[src/rtl/xvp_pkg.sv]
package xvp_pkg;
  // strobes from the control module to the wrap-queue storage
  typedef struct packed {
    logic wrEn;      // write one entry this cycle
    logic wrFromVp;  // 1: source is last active slot, 0: control push
    logic rdEn;      // retire the head entry this cycle
  } fifoCtl_t;
endpackage

[src/rtl/xvp_ctrl.sv]
module xvp_ctrl
  import xvp_pkg::*;
#(
  parameter int NUM_VP = 4,
  localparam int LINKS = NUM_VP - 1,
  localparam int CNT_W = $clog2(NUM_VP + 1),
  localparam int IDX_W = (NUM_VP > 1) ? $clog2(NUM_VP) : 1
) (
  input  logic             clk,
  input  logic             rstN,
  input  logic [CNT_W-1:0] activeCnt,
  input  logic [NUM_VP-1:0] sendValid,
  input  logic [NUM_VP-1:0] recvReady,
  input  logic             cpPushValid,
  input  logic             cpPopReady,
  input  logic [LINKS-1:0] linkFull,
  input  logic             fifoFull,
  input  logic             fifoEmpty,
  output logic [NUM_VP-1:0] sendReady,
  output logic [NUM_VP-1:0] recvValid,
  output logic             cpPushReady,
  output logic             cpPopValid,
  output logic [LINKS-1:0] linkLoad,
  output logic [LINKS-1:0] linkDrain,
  output logic [IDX_W-1:0] lastIdx,
  output fifoCtl_t         fifoCtl
);
  logic [CNT_W-1:0] effCnt;
  logic [NUM_VP-1:0] activeMask;
  logic [NUM_VP-1:0] linkFullExt;
  logic vpWr;
  logic vp0Take;

  always_comb begin
    if (activeCnt == '0)                     effCnt = CNT_W'(1);
    else if (activeCnt > CNT_W'(NUM_VP))     effCnt = CNT_W'(NUM_VP);
    else                                     effCnt = activeCnt;
    lastIdx = IDX_W'(effCnt - CNT_W'(1));
    for (int k = 0; k < NUM_VP; k++) activeMask[k] = (CNT_W'(k) < effCnt);
  end

  assign linkFullExt = {1'b1, linkFull};

  always_comb begin
    for (int k = 0; k < NUM_VP; k++) begin
      if (!activeMask[k])               sendReady[k] = 1'b0;
      else if (IDX_W'(k) == lastIdx)    sendReady[k] = !fifoFull;
      else                              sendReady[k] = !linkFullExt[k];
    end
    for (int k = 0; k < LINKS; k++)
      linkLoad[k] = sendValid[k] && sendReady[k] && (IDX_W'(k) != lastIdx);
    recvValid[0] = !fifoEmpty;
    for (int k = 1; k < NUM_VP; k++)
      recvValid[k] = activeMask[k] && linkFull[k-1];
    for (int k = 0; k < LINKS; k++)
      linkDrain[k] = recvValid[k+1] && recvReady[k+1];
  end

  assign vpWr        = sendValid[lastIdx] && !fifoFull;
  assign cpPushReady = !fifoFull && !vpWr;
  assign vp0Take     = !fifoEmpty && recvReady[0];
  assign cpPopValid  = !fifoEmpty && !recvReady[0];

  assign fifoCtl.wrEn     = vpWr || (cpPushValid && cpPushReady);
  assign fifoCtl.wrFromVp = vpWr;
  assign fifoCtl.rdEn     = vp0Take || (cpPopValid && cpPopReady);

  // slot 0 wins the queue head over the control pop
  a_r7_vp0_first: assert property (@(posedge clk) disable iff (!rstN)
    recvReady[0] |-> !cpPopValid);

  // a control push never coincides with a slot write
  a_r6_push_yields: assert property (@(posedge clk) disable iff (!rstN)
    (cpPushValid && cpPushReady) |-> !(sendValid[lastIdx] && sendReady[lastIdx]));

  // inactive slots stay silent
  generate
    for (genvar g = 0; g < NUM_VP; g++) begin : g_quiet
      a_r5_inactive_quiet: assert property (@(posedge clk) disable iff (!rstN)
        (CNT_W'(g) >= effCnt) |-> (!sendReady[g] && !recvValid[g]));
    end
  endgenerate
endmodule

[src/rtl/xvp_dpath.sv]
module xvp_dpath
  import xvp_pkg::*;
#(
  parameter int NUM_VP     = 4,
  parameter int DATA_W     = 16,
  parameter int FIFO_DEPTH = 4,
  localparam int LINKS = NUM_VP - 1,
  localparam int IDX_W = (NUM_VP > 1) ? $clog2(NUM_VP) : 1,
  localparam int PTR_W = (FIFO_DEPTH > 1) ? $clog2(FIFO_DEPTH) : 1,
  localparam int QCNT_W = $clog2(FIFO_DEPTH + 1)
) (
  input  logic                     clk,
  input  logic                     rstN,
  input  logic [NUM_VP*DATA_W-1:0] sendData,
  input  logic [DATA_W-1:0]        cpPushData,
  input  logic [IDX_W-1:0]         lastIdx,
  input  logic [LINKS-1:0]         linkLoad,
  input  logic [LINKS-1:0]         linkDrain,
  input  fifoCtl_t                 fifoCtl,
  output logic [LINKS-1:0]         linkFull,
  output logic [LINKS*DATA_W-1:0]  linkData,
  output logic                     fifoFull,
  output logic                     fifoEmpty,
  output logic [DATA_W-1:0]        headData
);
  logic [DATA_W-1:0] vpData [NUM_VP];
  logic [DATA_W-1:0] qMem [FIFO_DEPTH];
  logic [PTR_W-1:0]  wrPtr, rdPtr;
  logic [QCNT_W-1:0] qCount;
  logic [DATA_W-1:0] wrData;

  generate
    for (genvar g = 0; g < NUM_VP; g++) begin : g_unpack
      assign vpData[g] = sendData[g*DATA_W +: DATA_W];
    end

    for (genvar g = 0; g < LINKS; g++) begin : g_link
      always_ff @(posedge clk) begin
        if (!rstN) begin
          linkFull[g] <= 1'b0;
        end else if (linkLoad[g]) begin
          linkFull[g] <= 1'b1;
          linkData[g*DATA_W +: DATA_W] <= vpData[g];
        end else if (linkDrain[g]) begin
          linkFull[g] <= 1'b0;
        end
      end

      // a full hop is never overwritten
      a_r3_no_overwrite: assert property (@(posedge clk) disable iff (!rstN)
        linkLoad[g] |-> !linkFull[g]);
      // an unconsumed hop keeps its value
      a_r9_hold: assert property (@(posedge clk) disable iff (!rstN)
        (linkFull[g] && !linkDrain[g]) |=>
          (linkFull[g] && $stable(linkData[g*DATA_W +: DATA_W])));
    end
  endgenerate

  assign wrData = fifoCtl.wrFromVp ? vpData[lastIdx] : cpPushData;

  function automatic logic [PTR_W-1:0] bump(input logic [PTR_W-1:0] p);
    return (p == PTR_W'(FIFO_DEPTH - 1)) ? '0 : p + PTR_W'(1);
  endfunction

  always_ff @(posedge clk) begin
    if (fifoCtl.wrEn) qMem[wrPtr] <= wrData;
  end

  always_ff @(posedge clk) begin
    if (!rstN) begin
      wrPtr  <= '0;
      rdPtr  <= '0;
      qCount <= '0;
    end else begin
      if (fifoCtl.wrEn) wrPtr <= bump(wrPtr);
      if (fifoCtl.rdEn) rdPtr <= bump(rdPtr);
      case ({fifoCtl.wrEn, fifoCtl.rdEn})
        2'b10:   qCount <= qCount + QCNT_W'(1);
        2'b01:   qCount <= qCount - QCNT_W'(1);
        default: qCount <= qCount;
      endcase
    end
  end

  assign fifoFull  = (qCount == QCNT_W'(FIFO_DEPTH));
  assign fifoEmpty = (qCount == '0);
  assign headData  = qMem[rdPtr];

  // queue never overflows or underflows
  a_r8_no_overflow: assert property (@(posedge clk) disable iff (!rstN)
    fifoCtl.wrEn |-> !fifoFull);
  a_r8_no_underflow: assert property (@(posedge clk) disable iff (!rstN)
    fifoCtl.rdEn |-> !fifoEmpty);
endmodule

[src/rtl/xvp_ring.sv]
module xvp_ring
  import xvp_pkg::*;
#(
  parameter int NUM_VP     = 4,
  parameter int DATA_W     = 16,
  parameter int FIFO_DEPTH = 4,
  localparam int CNT_W = $clog2(NUM_VP + 1),
  localparam int LINKS = NUM_VP - 1,
  localparam int IDX_W = (NUM_VP > 1) ? $clog2(NUM_VP) : 1
) (
  input  logic                     clk,
  input  logic                     rstN,
  input  logic [CNT_W-1:0]         activeCnt,
  input  logic [NUM_VP-1:0]        sendValid,
  input  logic [NUM_VP*DATA_W-1:0] sendData,
  output logic [NUM_VP-1:0]        sendReady,
  output logic [NUM_VP-1:0]        recvValid,
  output logic [NUM_VP*DATA_W-1:0] recvData,
  input  logic [NUM_VP-1:0]        recvReady,
  input  logic                     cpPushValid,
  input  logic [DATA_W-1:0]        cpPushData,
  output logic                     cpPushReady,
  output logic                     cpPopValid,
  output logic [DATA_W-1:0]        cpPopData,
  input  logic                     cpPopReady
);
  logic [LINKS-1:0]        linkFull, linkLoad, linkDrain;
  logic [LINKS*DATA_W-1:0] linkData;
  logic                    fifoFull, fifoEmpty;
  logic [DATA_W-1:0]       headData;
  logic [IDX_W-1:0]        lastIdx;
  fifoCtl_t                fifoCtl;

  xvp_ctrl #(.NUM_VP(NUM_VP)) i_ctrl (
    .clk(clk), .rstN(rstN), .activeCnt(activeCnt),
    .sendValid(sendValid), .recvReady(recvReady),
    .cpPushValid(cpPushValid), .cpPopReady(cpPopReady),
    .linkFull(linkFull), .fifoFull(fifoFull), .fifoEmpty(fifoEmpty),
    .sendReady(sendReady), .recvValid(recvValid),
    .cpPushReady(cpPushReady), .cpPopValid(cpPopValid),
    .linkLoad(linkLoad), .linkDrain(linkDrain),
    .lastIdx(lastIdx), .fifoCtl(fifoCtl)
  );

  xvp_dpath #(.NUM_VP(NUM_VP), .DATA_W(DATA_W), .FIFO_DEPTH(FIFO_DEPTH)) i_dpath (
    .clk(clk), .rstN(rstN), .sendData(sendData), .cpPushData(cpPushData),
    .lastIdx(lastIdx), .linkLoad(linkLoad), .linkDrain(linkDrain),
    .fifoCtl(fifoCtl), .linkFull(linkFull), .linkData(linkData),
    .fifoFull(fifoFull), .fifoEmpty(fifoEmpty), .headData(headData)
  );

  assign recvData  = {linkData, headData};
  assign cpPopData = headData;
endmodule

[config.mk]
export PLATFORM = sky130hd
export DESIGN_NAME = xvp_ring
export DESIGN_NICKNAME = d
export VERILOG_FILES = /design/src/rtl/xvp_pkg.sv /design/src/rtl/xvp_ctrl.sv /design/src/rtl/xvp_dpath.sv /design/src/rtl/xvp_ring.sv
export SDC_FILE = /design/constraint.sdc
export NUM_CORES = 1
export LEC_CHECK = 0
export BUFFER_PORTS_ARGS = -buffer_cell sky130_fd_sc_hd__buf_2
export CORE_AREA = 8 8 113 115
export DETAILED_ROUTE_END_ITERATION = 10
export DIE_AREA = 0 0 121 123
export HOLD_SLACK_MARGIN = 0.08
export PLACE_DENSITY = 0.79
export SYNTH_ARGS = -nofsm -noshare
export SYNTH_HDL_FRONTEND = slang
export SYNTH_SLANG_ARGS = --single-unit
[constraint.sdc]
create_clock -name clk -period 5.4 [get_ports clk]
set_clock_uncertainty 0.2 [all_clocks]
set_input_delay 1.08 -clock clk [delete_from_list [all_inputs] [get_ports clk]]
set_output_delay 1.08 -clock clk [all_outputs]
set_load 0.005 [all_outputs]
Word-level counts from Yosys, hierarchy flattened:

Memory sizes are Yosys's and may differ from the RTL's. A register that Yosys moved wholly into a read port is not among the register bits.
Cells that the tools add are included.

* bits in registers: 58
* latch bits: 0
* memory bits (writable): 64
* bits in read-only memories: 0
* output and inout bits: 90
* word-level logic and storage cells: 100
* memories: 1

* add/subtract/negate cells: 5
* multipliers: 0
* div/mod/pow operators: 0
* $lt $le $gt $ge: 7
* equality and inequality tests: 10
* shift operators: 0
* muxes and demuxes: 29
* bitwise operators: 1
* reduce and logical (&&, ||, !) cells: 38

Memory list
* i_dpath.qMem: depth 4, width 16, rd ports 1, clocked after memory_dff 1, wr ports 1, RTL line xvp_dpath.sv:27 `logic [DATA_W-1:0] qMem [FIFO_DEPTH];`

Operators with widths (number)
* $mux 16: 3
* $bmux 16 s2: 1
* $logic_and 1x1->1: 18
* $mux 1: 17
* $reduce_bool 2->1: 5
* $mux 2: 4
* $logic_not 1->1: 7
* $eq 2x2->1 const B: 3
* $logic_not 3->1: 2
* $lt 1x3->1 const A: 2
* $lt 2x3->1 const A: 2
* $mux 3: 2
* $pmux 3 s2: 1
* $reduce_and 2->1: 3
* $add 2x1->2 const B: 2
* $eq 2x2->1 const A: 2
* $add 3x1->3 const B: 1
* $eq 3x3->1 const B: 1
* $ge 3x3->1 const B: 1
* $gt 3x3->1 const B: 1
* $lt 2x3->1 const B: 1
* $not 2->3: 1
* $sub 3x1->3 const B: 1
* $bmux 1 s2: 1
* 7 further kinds: 8

Longest topological paths before layout:

* depth after elaboration: 13
* mapped depth: 15

Cells and area by module:

Synthesis repeated with hierarchy kept, for this count alone.

* cell total of the unflattened synthesis: 337
* area total of the unflattened synthesis: 5580.4 um2

Modules (own cells, without submodules)
* xvp_dpath: instances 1, cells each 282, area each 5177.5 um2
* xvp_ctrl: instances 1, cells each 39, area each 282.8 um2
* xvp_ring: instances 1, cells each 16, area each 120.1 um2

Least setup slack after synthesis:

OpenSTA, ideal clock, no wires.

* kind: input -> register
* start point: in activeCnt[0]
* end point: reg i_dpath.linkData[0], enable pin
* setup time: 434 ps
* arrival time: 3532 ps
* data required time: 4766 ps
* setup slack: 1234 ps
* stages: 5
* path buffers: 1
* path through: and2b_4 nor2_4 buf_8 ha_1 nor4bb_1

* word-level cells in the longest chain between the ends: 10

RTL lines
* start: declaration: RTL line xvp_ring.sv:13 `input logic [CNT_W-1:0] activeCnt,`
* $gt 3x3->1: RTL line xvp_ctrl.sv:36 `else if (activeCnt > CNT_W'(NUM_VP)) effCnt = CNT_W'(NUM_VP);`
* $mux 3: RTL line xvp_ctrl.sv:36
* $mux 3 (*): RTL line xvp_ctrl.sv:35 `if (activeCnt == '0) effCnt = CNT_W'(1);`
* $sub 2x1->2: RTL line xvp_ctrl.sv:38 `lastIdx = IDX_W'(effCnt - CNT_W'(1));`
* $logic_not 2->1: RTL line xvp_ctrl.sv:47 `else if (IDX_W'(k) == lastIdx) sendReady[k] = !fifoFull;`
* $mux 1: RTL line xvp_ctrl.sv:47
* $mux 1: RTL line xvp_ctrl.sv:46 `if (!activeMask[k]) sendReady[k] = 1'b0;`
* $logic_and 1x1->1: RTL line xvp_ctrl.sv:51 `linkLoad[k] = sendValid[k] && sendReady[k] && (IDX_W'(k) != lastIdx);`
* $logic_and 1x1->1 (*): RTL line xvp_ctrl.sv:51
* $reduce_and 2->1 (no line) (*)
* end signal: indexed assignment: RTL line xvp_dpath.sv:43 `linkData[g*DATA_W +: DATA_W] <= vpData[g];`
* end: declaration: RTL line xvp_dpath.sv:21 `output logic [LINKS*DATA_W-1:0] linkData,`

Mark *: on every way between the ends. The rest lies on a longest branch, timed or not.
A chain may end at the register's enable or synchronous reset.

Final worst setup path:

* start point: in activeCnt[0]
* end point: out cpPushReady

* word-level cells in the longest chain between the ends: 9

RTL lines
* $gt 3x3->1: RTL line xvp_ctrl.sv:36
* $mux 3: RTL line xvp_ctrl.sv:36
* $mux 3 (*): RTL line xvp_ctrl.sv:35
* $sub 2x1->2 (*): RTL line xvp_ctrl.sv:38
* $bmux 1 s2 (*): RTL line xvp_ctrl.sv:59 `assign vpWr = sendValid[lastIdx] && !fifoFull;`
* $mux 1 (implied by the code) (*): RTL line xvp_ctrl.sv:59
* $logic_and 1x1->1 (*): RTL line xvp_ctrl.sv:59
* $logic_not 1->1 (*): RTL line xvp_ctrl.sv:60 `assign cpPushReady = !fifoFull && !vpWr;`
* $logic_and 1x1->1 (*): RTL line xvp_ctrl.sv:60
* end: declaration: RTL line xvp_ring.sv:22 `output logic cpPushReady,`

Mark *: on every way between the ends. The rest lies on a longest branch, timed or not. The select of a mux whose other input is x is not followed.

==> results.yml <==
worst_setup_path:
  critPathLaunchType: "primary input"
  cp.arrival_ns: 2.80
  cp_common_cell: "buf_2"
  slowest_stage: "ha_1"
  path_cells: "buf_2, and2b_4, nor2_4, ha_1, a21boi_1, nand2_1, a21oi_1, buf_2"
  crit_buf_inv: 2
  end_kind: "primary output"
  critPathKind: "in2out"
  cpPeakStageDelay_ns: 0.52
  critPathMaxFanout: 9
  required_ns: 4.12
  cpLargestDelayFamily: "compound AO/OA/AOI/OAI gates"
yosys:
  seq_area_frac_synth_pct: 66.85
  synth_nets: 397
  ys_warn_count: 0
  synth_seq_cells: 124
  syn_area_um2: 5390
  yosysUniqueCellTypes: 36
  avgSynthCellArea_um2: 18.52
  synth-edff-count: 112
  ys.flop_type: "edfxtp_1"
  async_flop_share_pct: 0
  synthCells: 291
timing:
  max_slew_margin_pct: 22.09
  layout_min_cycle_time_ns: 4.078
  finalHoldViolations: 0
  max_freq_mhz: 245.2
  rsz0062_at_grt: "no"
  worst_pin_slew_ns: 1.169
  tns_ns: 0
  setup_viol: 0
  fin_crit_sh_pct: 75.52
  hold_ws_ns: 0.3018
  maxSlewViolCount: 0
placed_design:
  place_inst: 595
  hpwlAfterDp_um: 10320
  io_buffer_count: 184
  gp_congestion: 0.8717
floorplan:
  die_h_um: 123
  die_w_um: 121
  dieArea_um2: 14880
  pin_count: 185
  rows: 39
  core-area_um2: 11080
  initial_core_util_pct: 48.66
power_and_ir_drop:
  pwr-share-seq_pct: 41.1
  p_comb_share_pct: 26.7
  power.leakage_nw: 2.757
  internal_power_mw: 2.479
  pwr-share-clk_pct: 32.2
  ir_drop_mv: 0.3060
  p_switching_mw: 0.9473
  p_sw_share_pct: 27.65
  power.density_nw_per_um2: 494.3
grt:
  grt_pass1_wl_um: 20610
  grt.overflow.total: 0
  grt_pass1_vias: 3671
  grt_max_degree: 19
  track_usage_pct: 18.90
  antenna_found_initial: 4
clocking:
  cts_made_buffers: 17
  cts_max_path_buffers: 2
  clock_sinks: 124
  cts_resized: 0
  cts_root_buffer: "clkbuf_16"
  cts_tree: "yes"
  clk_latency_ns: 0.40
  cts_setup_buffers: 0
  path_clk_slew_ns: 0.05
  cts_hold_buf: 0
  htreeDepth: 4
detailed_routing:
  wl_per_cell_um: 21.97
  routed-via-count: 3300
  antenna_left: 0
  drt-total-wl_um: 13820
  first_iter_violations: 226
  routed_via_density: 5.246
  drc: 0
  first_pass_iters: 4
job:
  cap_violations: 0
finish:
  syn_to_final_growth_pct: 28.60
  fillers: 815
  drive_above_1_share_pct: 57.02
  instances_no_fill: 629
  fin_nets: 577
  final_core_util_pct: 62.58
worst_hold_path:
  hold_path.class: "reg2reg"
status:
  status: "finished, final reports clean"
Yosys cell counts (4+ instances only):
master | n | area share [%]
edfxtp_1 | 112 | 62
mux4_2 | 32 | 13
buf_4 | 17 | 2.4
dfxtp_1 | 12 | 4.5
ha_1 | 10 | 2.3
mux2_4 | 10 | 2.8
nand2_1 | 10 | 0.70
inv_1 | 9 | 0.63
nor2_1 | 9 | 0.63
and2_1 | 8 | 0.93
nor2b_1 | 7 | 0.81
a21oi_1 | 6 | 0.56
mux2_2 | 6 | 1.3
clkbuf_1 | 4 | 0.28
mux2i_1 | 4 | 0.74
o21ai_0 | 4 | 0.37
cells by family (layout without fill, tap and decap cells):
kind of cell	count (synthesis)	after routing	synth area share (%)
AOI/OAI and AO/OA	21	21	2.995
xor gates and xnor gates	2	2	0.3250
adders and majority gates	11	11	2.693
buffers and inverters	35	228	4.108
DFF	124	124	66.85
muxes	52	52	18.15
other	0	2	0
and+or+nand+nor	46	46	4.875
worst reg2reg max path, delay by kind of cell (launching register included):
kind | cells | cell delay (ns)
flops | 1 | 0.41
fa+ha+maj | 2 | 0.43
buf+inv | 2 | 0.19
compound gates | 2 | 0.60
simple gates | 3 | 0.62
xor+xnor | 1 | 0.07
worst paths after layout:
check                     from           endpoint  slack, ns  cells past startpoint
max               activeCnt[0]        cpPushReady       1.32                      8
min           i_dpath.wrPtr[1]   i_dpath.wrPtr[1]       0.30                      2
max reg2reg  i_dpath.qCount[0]  i_dpath.qCount[2]       2.81                     10
min reg2reg   i_dpath.wrPtr[1]   i_dpath.wrPtr[1]       0.30                      2
registers in the layout, summed over array words and instances (netlist names), named ones only:
name and flops:
i_dpath.qMem 64, i_dpath.linkData 48, i_dpath.linkFull 3, i_dpath.qCount 3, i_dpath.rdPtr 2, i_dpath.wrPtr 2
layer usage:
layer | share of wire (%) | track usage [%] | vias to the layer above
met3 | 7.5 | 7.078 | 20
li1 | - | - | 1501
met4 | 1.8 | 7.963 | 6
met2 | 52 | 32.57 | 135
met5 | 0.33 | 0 | -
met1 | 38 | 20.71 | 1638
cell usage in the layout, fill, tap and decap left out, types with 2 or more instances in the layout:
cell type     n
a21boi_0      2
a21oi_1       6
a31o_2        3
and2_1        8
buf_2       184
buf_4         3
bufinv_16     3
clkbuf_16    17
clkinv_2      7
clkinvlp_4    2
dfxtp_1      12
diode_2       2
edfxtp_1    112
ha_1         10
inv_1         9
mux2_2        6
mux2_4       10
mux2i_1       4
mux4_2       32
nand2_1      10
nand2b_1      3
nand4bb_1     2
nor2_1        7
nor2_2        2
nor2b_1       7
o21ai_0       4
or3_1         3
stage by stage:
| step | total power [mW] | setup WS, ns | area, µm² |
|---|---|---|---|
| 3_5_place_dp | 2.358 | 1.275 | 6345 |
| 2_1_floorplan | 2.065 | 1.234 | 5390 |
| 5_1_grt | 3.606 | 1.241 | 6929 |
| 3_3_place_gp | 2.320 | 1.320 | 6345 |
| 4_1_cts | 3.474 | 1.330 | 6927 |
| 6_report | 3.426 | 1.322 | 6932 |
layout make-up:
type                       count  area [µm²]  share of cell area [%]
antenna                        2       5.005                 0.07220
sequential                   124        3603                   51.99
inverter                       9       33.78                  0.4874
timing repair buffer         187       943.4                   13.61
tap                          143       178.9                   2.581
multi-input combinational    132        1585                   22.87
clock buffer                  18       429.2                   6.191
clock inverter                14       152.6                   2.202
power groups by stage:
stage / Sequential (mW) / Combinational, mW / Clock, mW
2_1_floorplan: 1.35 / 0.712 / 0
3_3_place_gp: 1.41 / 0.907 / 0
3_5_place_dp: 1.43 / 0.930 / 0
4_1_cts: 1.41 / 0.936 / 1.12
5_1_grt: 1.43 / 1.01 / 1.16
6_report: 1.41 / 0.915 / 1.10
(Power assumes the default switching activity.)
